$ cat src/rtl/mmac_pkg.sv
// Shared types and address map of the multiply-accumulate unit.
// Assumes a 3-bit word address; first-operand addresses encode the mode in bits 1:0.
package mmac_pkg;

    // bit 0: signed operands, bit 1: accumulate into result
    typedef enum logic [1:0] {
        MODE_MPYU = 2'd0,
        MODE_MPYS = 2'd1,
        MODE_MACU = 2'd2,
        MODE_MACS = 2'd3
    } mac_mode_e;

    localparam int ADDR_W = 3;

    localparam logic [ADDR_W-1:0] A_OP2  = 3'd4;
    localparam logic [ADDR_W-1:0] A_RLO  = 3'd5;
    localparam logic [ADDR_W-1:0] A_RHI  = 3'd6;
    localparam logic [ADDR_W-1:0] A_SEXT = 3'd7;

    function automatic logic mode_signed(input mac_mode_e m);
        return m[0];
    endfunction

    function automatic logic mode_accum(input mac_mode_e m);
        return m[1];
    endfunction

endpackage

$ cat src/rtl/mmac_ext.sv
// Operand widener: passes a full word, or widens the low half-word when a
// byte is written, zero- or sign-extending according to sgn.
// Assumes DW is even.
module mmac_ext #(
    parameter int DW = 16
) (
    input  logic [DW-1:0] din,
    input  logic          byte_sel,
    input  logic          sgn,
    output logic [DW-1:0] dout
);
    localparam int HW = DW / 2;

    logic fill;

    // choose the fill bit and assemble the widened operand
    always_comb begin
        fill = sgn & din[HW-1];
        if (byte_sel)
            dout = {{HW{fill}}, din[HW-1:0]};
        else
            dout = din;
    end
endmodule

$ cat src/rtl/mmac_mul.sv
// Combinational multiplier: treats both operands as signed or unsigned
// and returns the low 2*DW bits of the exact product.
// Assumes both operands share one signedness.
module mmac_mul #(
    parameter int DW = 16
) (
    input  logic [DW-1:0]   a,
    input  logic [DW-1:0]   b,
    input  logic            sgn,
    output logic [2*DW-1:0] prod
);
    localparam int PW = 2 * DW + 2;

    logic signed [DW:0]   ax;
    logic signed [DW:0]   bx;
    logic signed [PW-1:0] full;

    // extend by one bit so one signed multiplier serves both modes
    always_comb begin
        ax   = {sgn & a[DW-1], a};
        bx   = {sgn & b[DW-1], b};
        full = PW'(ax) * PW'(bx);
        prod = full[2*DW-1:0];
    end
endmodule

$ cat src/rtl/mmac_acc.sv
// Result stage: picks the product or the accumulated sum as the next
// result and forms the sum-extension word for the selected mode.
// Assumes prev is the current registered result.
module mmac_acc
    import mmac_pkg::*;
#(
    parameter int DW = 16
) (
    input  mac_mode_e       mode,
    input  logic [2*DW-1:0] prev,
    input  logic [2*DW-1:0] prod,
    output logic [2*DW-1:0] nxt,
    output logic [DW-1:0]   sext
);
    localparam int RW = 2 * DW;

    logic [RW:0] usum;

    // form the next result and its extension word
    always_comb begin
        usum = {1'b0, prev} + {1'b0, prod};
        nxt  = mode_accum(mode) ? usum[RW-1:0] : prod;
        case (mode)
            MODE_MPYU: sext = '0;
            MODE_MPYS: sext = {DW{prod[RW-1]}};
            MODE_MACU: sext = {{(DW-1){1'b0}}, usum[RW]};
            default:   sext = {DW{usum[RW-1]}};
        endcase
    end
endmodule

$ cat src/rtl/mmac_unit.sv
// Register-mapped multiply-accumulate unit. The first operand's address
// picks the mode; the second-operand write registers the result on the
// same edge. Reads are combinational from bus_addr.
// Assumes one access per cycle and no wait states on the bus.
module mmac_unit
    import mmac_pkg::*;
#(
    parameter int DW = 16
) (
    input  logic              clk,
    input  logic              rst_n,
    input  logic [ADDR_W-1:0] bus_addr,
    input  logic              bus_wr,
    input  logic              bus_byte,
    input  logic [DW-1:0]     bus_wdata,
    output logic [DW-1:0]     bus_rdata
);
    localparam int RW = 2 * DW;

    mac_mode_e       mode_q;
    logic [DW-1:0]   op1_q;
    logic [DW-1:0]   op2_q;
    logic [RW-1:0]   res_q;
    logic [DW-1:0]   sext_q;

    logic            wr_op1;
    logic            wr_op2;
    logic            wr_rlo;
    logic            wr_rhi;
    mac_mode_e       new_mode;
    logic [DW-1:0]   op1_in;
    logic [DW-1:0]   op2_in;
    logic [RW-1:0]   prod;
    logic [RW-1:0]   res_nxt;
    logic [DW-1:0]   sext_nxt;

    // decode the write strobe into register selects
    always_comb begin
        wr_op1   = bus_wr && (bus_addr[ADDR_W-1] == 1'b0);
        wr_op2   = bus_wr && (bus_addr == A_OP2);
        wr_rlo   = bus_wr && (bus_addr == A_RLO);
        wr_rhi   = bus_wr && (bus_addr == A_RHI);
        new_mode = mac_mode_e'(bus_addr[1:0]);
    end

    mmac_ext #(.DW(DW)) u_ext1 (
        .din      (bus_wdata),
        .byte_sel (bus_byte),
        .sgn      (mode_signed(new_mode)),
        .dout     (op1_in)
    );

    mmac_ext #(.DW(DW)) u_ext2 (
        .din      (bus_wdata),
        .byte_sel (bus_byte),
        .sgn      (mode_signed(mode_q)),
        .dout     (op2_in)
    );

    mmac_mul #(.DW(DW)) u_mul (
        .a    (op1_q),
        .b    (op2_in),
        .sgn  (mode_signed(mode_q)),
        .prod (prod)
    );

    mmac_acc #(.DW(DW)) u_acc (
        .mode (mode_q),
        .prev (res_q),
        .prod (prod),
        .nxt  (res_nxt),
        .sext (sext_nxt)
    );

    // operand and mode registers
    always_ff @(posedge clk) begin
        if (!rst_n) begin
            mode_q <= MODE_MPYU;
            op1_q  <= '0;
            op2_q  <= '0;
        end else begin
            if (wr_op1) begin
                mode_q <= new_mode;
                op1_q  <= op1_in;
            end
            if (wr_op2)
                op2_q <= op2_in;
        end
    end

    // result and sum-extension registers, updated on the operand-2 edge
    always_ff @(posedge clk) begin
        if (!rst_n) begin
            res_q  <= '0;
            sext_q <= '0;
        end else if (wr_op2) begin
            res_q  <= res_nxt;
            sext_q <= sext_nxt;
        end else if (wr_rlo) begin
            res_q[DW-1:0] <= bus_wdata;
        end else if (wr_rhi) begin
            res_q[RW-1:DW] <= bus_wdata;
        end
    end

    // read multiplexer
    always_comb begin
        case (bus_addr)
            A_OP2:   bus_rdata = op2_q;
            A_RLO:   bus_rdata = res_q[DW-1:0];
            A_RHI:   bus_rdata = res_q[RW-1:DW];
            A_SEXT:  bus_rdata = sext_q;
            default: bus_rdata = op1_q;
        endcase
    end


    umpy_sext_zero_chk: assert property (@(posedge clk) disable iff (!rst_n)
        (wr_op2 && mode_q == MODE_MPYU) |=> (sext_q == '0));


    smpy_sext_sign_chk: assert property (@(posedge clk) disable iff (!rst_n)
        (wr_op2 && mode_q == MODE_MPYS) |=> (sext_q == {DW{res_q[RW-1]}}));


    umac_carry_bit_chk: assert property (@(posedge clk) disable iff (!rst_n)
        (wr_op2 && mode_q == MODE_MACU) |=> ((sext_q >> 1) == '0));


    smac_sext_sign_chk: assert property (@(posedge clk) disable iff (!rst_n)
        (wr_op2 && mode_q == MODE_MACS) |=> (sext_q == {DW{res_q[RW-1]}}));


    res_hold_chk: assert property (@(posedge clk) disable iff (!rst_n)
        !(wr_op2 || wr_rlo || wr_rhi) |=> $stable(res_q));


    sext_hold_chk: assert property (@(posedge clk) disable iff (!rst_n)
        !wr_op2 |=> $stable(sext_q));


    mode_hold_chk: assert property (@(posedge clk) disable iff (!rst_n)
        !wr_op1 |=> $stable(mode_q));
endmodule

$ cat config.mk
export PLATFORM = sky130hd
export DESIGN_NAME = mmac_unit
export DESIGN_NICKNAME = d
export VERILOG_FILES = /design/src/rtl/mmac_pkg.sv /design/src/rtl/mmac_ext.sv /design/src/rtl/mmac_mul.sv /design/src/rtl/mmac_acc.sv /design/src/rtl/mmac_unit.sv
export SDC_FILE = /design/constraint.sdc
export NUM_CORES = 1
export LEC_CHECK = 0
export BUFFER_PORTS_ARGS = -buffer_cell sky130_fd_sc_hd__buf_2
export CAP_MARGIN = 40
export CORE_AREA = 2 2 216 218
export DETAILED_ROUTE_END_ITERATION = 7
export DIE_AREA = 0 0 218 220
export PLACE_DENSITY = 0.52
export SYNTH_ARGS = -nofsm -noshare
export SYNTH_HDL_FRONTEND = slang
export SYNTH_SLANG_ARGS = --single-unit
$ cat constraint.sdc
create_clock -name clk -period 13.39 [get_ports clk]
set_clock_uncertainty 0.1 [all_clocks]
set_input_delay 0.6695 -clock clk [delete_from_list [all_inputs] [get_ports clk]]
set_output_delay 0.6695 -clock clk [all_outputs]
set_load 0.02 [all_outputs]
---- Word level (Yosys, flattened, before mapping) ----
Cells that the tools add are included.
cells by class
  bitwise logic cells ..................... 5
  mux-type cells .......................... 9
  reduce and logical (&&, ||, !) cells .... 8
  add/subtract/negate cells ............... 1
  equal/unequal tests ..................... 7
  multiply operators ...................... 1
operator list
  kind                                                  number
  two-way mux 16 bit                                    5
  two-way mux 32 bit                                    2
  one-hot mux 16 bit (4 select lines)                   1
  one-hot mux 16 bit (3 select lines)                   1
  adder 32 x 32 -> 33 bit                               1
  multiplier 17 x 17 -> 32 bit                          1
  equality test 3 bit (second input constant)           4
  bitwise AND 1 bit                                     4
  logical AND 1 bit                                     4
  nonzero test 2 bit                                    2
  equality test 2 x 1 -> 1 bit (second input constant)  1
  equality test 2 bit (second input constant)           1
  zero test 2 bit                                       1
  inequality test 2 bit (second input constant)         1
  AND reduction 2 bit                                   1
  NOT 1 bit                                             1
word-level totals
  input port bits ......................... 23
  word-level logic and storage cells ...... 37
  output and inout bits ................... 16
  bits in registers ....................... 82

---- Longest topological paths before layout ----
  depth in word-level cells ............... 7
  mapped depth ............................ 34
  mapped depth without buffers ............ 31

---- Hierarchy ----
From an unflattened synthesis, not the netlist that was laid out.
second synthesis, totals
  cells, all modules ...................... 2024
  area, all modules ....................... 17235.3 sq um
modules (own cells, without submodules)
  module     sequential area each (sq um)  area each (sq um)  cells each  instances
  mmac_mul   0.0                           10607.7            1188        1
  mmac_unit  1641.6                        3951.3             446         1
  mmac_acc   0.0                           2396.0             340         1
  mmac_ext   0.0                           140.1              25          2

---- Least setup slack after synthesis ----
Ideal clock, no wire load.
  kind .................................... input to register
  start point ............................. input port bus_byte
  end point ............................... register res_q[31]
  slack ................................... 5193 ps
  cell stages on the path ................. 34
  data required time ...................... 13166 ps
  data arrival time ....................... 7973 ps
  setup time .............................. 124 ps
  buffers on the path ..................... 3
  cell sequence ........................... clkbuf_1 -> nand3_1 -> nand2_1 -> clkbuf_1 -> nand2_1 -> fa_1 -> inv_1 -> fa_1 -> inv_1 -> fa_1 -> inv_1 -> fa_1 -> fa_1 -> inv_1 -> fa_1 -> inv_1 -> ha_1 -> o21a_1 -> o21ai_1 -> a21oi_1 -> or3_1 -> o31a_1 -> xor2_1 -> ha_1 -> clkbuf_1 -> a21o_1 -> a21o_1 -> a21oi_1 -> o21bai_1 -> a21oi_1 -> a21oi_1 -> mux2i_1 -> a221oi_1 -> a21oi_1
between the ends
  longest elaborated chain between the ends .. 6
ends and longest elaborated chain
  item                              RTL line          text
  start: declaration                mmac_unit.sv:14   input logic bus_byte,
  two-way mux 16 bit (*)            mmac_ext.sv:19    if (byte_sel)
  bitwise AND 1 bit                 mmac_mul.sv:21    bx = {sgn & b[DW-1], b};
  multiplier 17 x 17 -> 32 bit (*)  mmac_mul.sv:22    full = PW'(ax) * PW'(bx);
  adder 32 x 32 -> 33 bit           mmac_acc.sv:21    usum = {1'b0, prev} + {1'b0, prod};
  two-way mux 32 bit (*)            mmac_acc.sv:22    nxt = mode_accum(mode) ? usum[RW-1:0] : prod;
  two-way mux 32 bit (*)            mmac_unit.sv:96   end else if (wr_op2) begin
  end signal: assignment            mmac_unit.sv:97   res_q <= res_nxt;
  end signal: indexed assignment    mmac_unit.sv:100  res_q[DW-1:0] <= bus_wdata;
  end signal: indexed assignment    mmac_unit.sv:102  res_q[RW-1:DW] <= bus_wdata;
  end: declaration                  mmac_unit.sv:23   logic [RW-1:0] res_q;
Mark *: on every way between the ends. The rest lies on a longest branch, timed or not.
A chain may end at the register's enable or synchronous reset.

---- Final worst setup path ----
  start point ............................. input port bus_wdata[7]
  end point ............................... register res_q[31]
between the ends
  longest elaborated chain between the ends .. 7
ends and longest elaborated chain
  item                              RTL line         text
  start: declaration                mmac_unit.sv:15  input logic [DW-1:0] bus_wdata,
  bitwise AND 1 bit                 mmac_ext.sv:18   fill = sgn & din[HW-1];
  two-way mux 16 bit (*)            mmac_ext.sv:19
  bitwise AND 1 bit                 mmac_mul.sv:21
  multiplier 17 x 17 -> 32 bit (*)  mmac_mul.sv:22
  adder 32 x 32 -> 33 bit           mmac_acc.sv:21
  two-way mux 32 bit (*)            mmac_acc.sv:22
  two-way mux 32 bit (*)            mmac_unit.sv:96
Marked as above.

==> impl_metrics.ini <==
[status]
status = finished clean

[synthesis]
synth.avg_cell_area_um2 = 8.36
synth_seq_area_share_pct = 8.61
synth.cell_area_mm2 = 0.0158
synth_area_leader_cell = sky130_fd_sc_hd__fa_1
yosys.area.top_type_share_pct = 35.8
synthFlopType = sky130_fd_sc_hd__dfxtp_1
synth_fp_nets = 2314
synthesis.yosys.warnings = 0
top_cells_by_area_synth = sky130_fd_sc_hd__fa_1 (36%), sky130_fd_sc_hd__ha_1 (9.2%), sky130_fd_sc_hd__dfxtp_1 (8.6%)
synth_edf_count = 0
syn-instance-count = 1892
synth_seq_cells = 68
postSynth.asyncResetShare_pct = 0
synth.distinct_cells = 69

[critical_path]
r2r-end = res_q[31]
crit_family = adder cells
critPathBufInv = 6
ff2ff_path_depth = 31
critPathLaunchType = input pin
path_class = in -> reg
slack_of_the_worst_reg_to_reg_path_ps = 4590
cp_max_stage_cell = sky130_fd_sc_hd__fa_1
crit_path_frequent_cell = sky130_fd_sc_hd__fa_1
rr_startpoint = mode_q[0]
critPathMaxFanout = 23
cp.required_ps = 13520
critical-path-max-stage-delay_ps = 520
crit_arrival_ps = 9410
worst_setup_path_end_kind = register

[routing]
final_antenna_net_count = 0
wire_length_reported_by_the_detailed_router_um = 48700
number_of_iterations_in_the_first_detailed_routing_pass = 5
avgViaCountPerCell = 5.16
routed-via-count = 12798
remaining_drc_errors = 0
routed_wire_per_std_cell_um = 19.6
first_iter_violations = 883

[finish]
final_common_cell = sky130_fd_sc_hd__inv_1
number_of_filler_cells_placed_in_the_layout = 4797
design_area_mm2 = 0.0170
area_delta_synth_final_pct = 7.55
final-seq-area_mm2 = 0.00136
layout.cells.most_common_list = sky130_fd_sc_hd__inv_1 (329), sky130_fd_sc_hd__fa_1 (283), sky130_fd_sc_hd__nand2_1 (252), sky130_fd_sc_hd__and2_1 (118), sky130_fd_sc_hd__ha_1 (116)
multi_input_area_mm2 = 0.0128
post_route_cells_drive_above_1_share_pct = 5.99
finalNetCount = 2289

[die]
die_y_um = 220
core.rowCount = 79
total_die_area_mm2 = 0.0480
starting_utilization_of_the_core_area_pct = 34.5
io-pin-count = 39
horizontal_extent_of_the_die_um = 218
design.core.area_mm2 = 0.0459

[clocking]
cts_root_buf = sky130_fd_sc_hd__clkbuf_16
number_of_levels_the_h_tree_was_split_into = 3
cts_tree = done
cts_hold_buf = 0
clkTransAtPathRegs_ps = 60
postCtsSetupRepairBufs = 0
cts_resized = 0
insertion_delay_ps = 340
cts-buffers-inserted = 9
clock_path_buffers = 2
cts_sinks = 68

[timing]
max_slew.worst_pin.slew_ps = 886
rsz_0062_raised_after_global_routing = no
hold_viol = 0
min_period_over_period_pct = 69.3
setup_total_negative_slack_ps = 0
maxSlewViolCount = 0
fmax_mhz = 108
final-setup-viol-count = 0
final.min_clock_period_ps = 9280
worst_slew_margin_rel_pct = 40.8

[run]
timing.max_cap.violations = 0

[place]
io_buffer_count = 38
dp_hpwl_um = 38400
place.gp.congestion = 0.933
placement.cell_area_mm2 = 0.0167

[power]
ir_worst_vdd_v = 0.0000638
internal_power_uw = 693
power_switching_share_pct = 49.1
sequentialPowerShare_pct = 16.9
powerDensity_mw_per_mm2 = 80.1
combinationalPowerShare_pct = 63.6
power.static_leakage_uw = 0.00825
power_frac_clock_pct = 19.4
p_sw_uw = 669

[global_route]
first_global_vias = 13357
global_route_wire_length_before_repair_um = 78500
antenna_found_initial = 2
globalRouteTotalUtil_pct = 21.2
globalRouteOverflowTotal = 0
grt_max_degree = 74

[min_path]
min_path_cells = 2
timing.hold.worst_endpoint = op2_q[2]
worstHoldPathType = reg -> reg
worst_hold_startpoint = op2_q[2]
## worst max-delay path by stage
| stage | startpoint | to | cells past startpoint |
|---|---|---|---|
| after global placement | bus_wdata[7] | res_q[31] | 33 |
| after detailed placement | bus_wdata[7] | res_q[31] | 33 |
| after CTS | bus_wdata[7] | res_q[31] | 33 |
| final | bus_wdata[7] | res_q[31] | 33 |
| after global routing | bus_wdata[7] | res_q[31] | 33 |
| after floorplan | bus_byte | res_q[31] | 34 |
## layer usage
| metal | up-vias | track usage (%) | part of all wire, % |
|---|---|---|---|
| met3 | 55 | 1.93 | 4.9 |
| li1 | 5900 | - | - |
| met4 | 2 | 5.19 | 2.4 |
| met5 | - | 0 | 0.033 |
| met2 | 370 | 34.0 | 46 |
| met1 | 6471 | 30.6 | 47 |
## worst min-delay path: stages (launching register included)
cell	delay [ps]
sky130_fd_sc_hd__dfxtp_1	310
sky130_fd_sc_hd__nand2_1	50
sky130_fd_sc_hd__a21boi_0	60
## layout make-up
| type | instances | share of cell area, % |
|---|---|---|
| diodes | 1 | 0.0147 |
| clock buffers | 9 | 1.32 |
| clock inverters | 6 | 0.530 |
| inverters | 329 | 7.26 |
| multi-input cells | 1390 | 75.4 |
| flip-flops and latches | 68 | 8.01 |
| well taps | 607 | 4.47 |
| repair buffers | 69 | 3.01 |
## sequential cells by signal (all words and copies together), names as in the netlist
signal / cells
res_q: 32
mode_q: 2
sext_q: 2
op1_q: 16
op2_q: 16
## metrics by stage
step | instances | util (%) | power [uW] | hold slack, ps | worst slack [ps]
floorplan | 1892 | - | 831 | 338 | 5190
global placement | 2452 | 36.0 | 1080 | 350 | 3890
detailed placement | 2463 | 36.4 | 1090 | 357 | 3830
CTS | 2478 | 37.1 | 1360 | 365 | 4150
global route | 2478 | 37.1 | 1470 | 382 | 3590
finish | 2479 | 37.1 | 1360 | 364 | 4110
## Yosys cell counts, types with 3 or more instances
| cell type | n |
|---|---|
| sky130_fd_sc_hd__or3_1 | 6 |
| sky130_fd_sc_hd__nor2b_1 | 9 |
| sky130_fd_sc_hd__nand4_1 | 6 |
| sky130_fd_sc_hd__xnor2_1 | 44 |
| sky130_fd_sc_hd__a221oi_1 | 4 |
| sky130_fd_sc_hd__o21ai_0 | 40 |
| sky130_fd_sc_hd__mux2_2 | 3 |
| sky130_fd_sc_hd__nand3b_1 | 10 |
| sky130_fd_sc_hd__o211ai_1 | 17 |
| sky130_fd_sc_hd__a21boi_0 | 23 |
| sky130_fd_sc_hd__nor3b_1 | 8 |
| sky130_fd_sc_hd__nand2b_1 | 18 |
| sky130_fd_sc_hd__a2111oi_0 | 3 |
| sky130_fd_sc_hd__a211oi_1 | 16 |
| sky130_fd_sc_hd__fa_1 | 283 |
| sky130_fd_sc_hd__o31ai_1 | 5 |
| sky130_fd_sc_hd__mux2i_1 | 28 |
| sky130_fd_sc_hd__o21bai_1 | 12 |
| sky130_fd_sc_hd__dfxtp_1 | 68 |
| sky130_fd_sc_hd__nor3_1 | 10 |
| sky130_fd_sc_hd__nor2_1 | 103 |
| sky130_fd_sc_hd__nand2_1 | 252 |
| sky130_fd_sc_hd__xor2_1 | 22 |
| sky130_fd_sc_hd__ha_1 | 116 |
| sky130_fd_sc_hd__clkbuf_1 | 97 |
| sky130_fd_sc_hd__and4_1 | 3 |
| sky130_fd_sc_hd__a21o_1 | 22 |
| sky130_fd_sc_hd__buf_1 | 7 |
| sky130_fd_sc_hd__a31oi_1 | 13 |
| sky130_fd_sc_hd__a21oi_1 | 96 |
| sky130_fd_sc_hd__and3_1 | 7 |
| sky130_fd_sc_hd__inv_1 | 329 |
| sky130_fd_sc_hd__and2_1 | 118 |
| sky130_fd_sc_hd__or2_2 | 10 |
| sky130_fd_sc_hd__o21a_1 | 6 |
| sky130_fd_sc_hd__nand3_1 | 30 |
| sky130_fd_sc_hd__o211a_1 | 4 |
| sky130_fd_sc_hd__o21ai_1 | 6 |
## power groups by stage
stage / clock network (uW) / logic, uW / registers [uW]
after floorplan: 0 / 610 / 221
after global placement: 0 / 836 / 241
after detailed placement: 0 / 852 / 235
after CTS: 267 / 861 / 230
after global routing: 275 / 959 / 231
final: 265 / 867 / 231
## cells by family (layout without fill, tap and decap cells)
logic type	count (synthesis)	count (layout)	synth area share, %
compound gates	298	298	12.5
fa+ha+maj	399	399	45.0
xor+xnor	66	66	3.66
buf+inv	434	413	10.3
simple gates	595	595	17.8
flops	68	68	8.61
mux	32	32	2.13
other cells	0	1	0
Note: power is estimated with default switching activity, not from simulation.
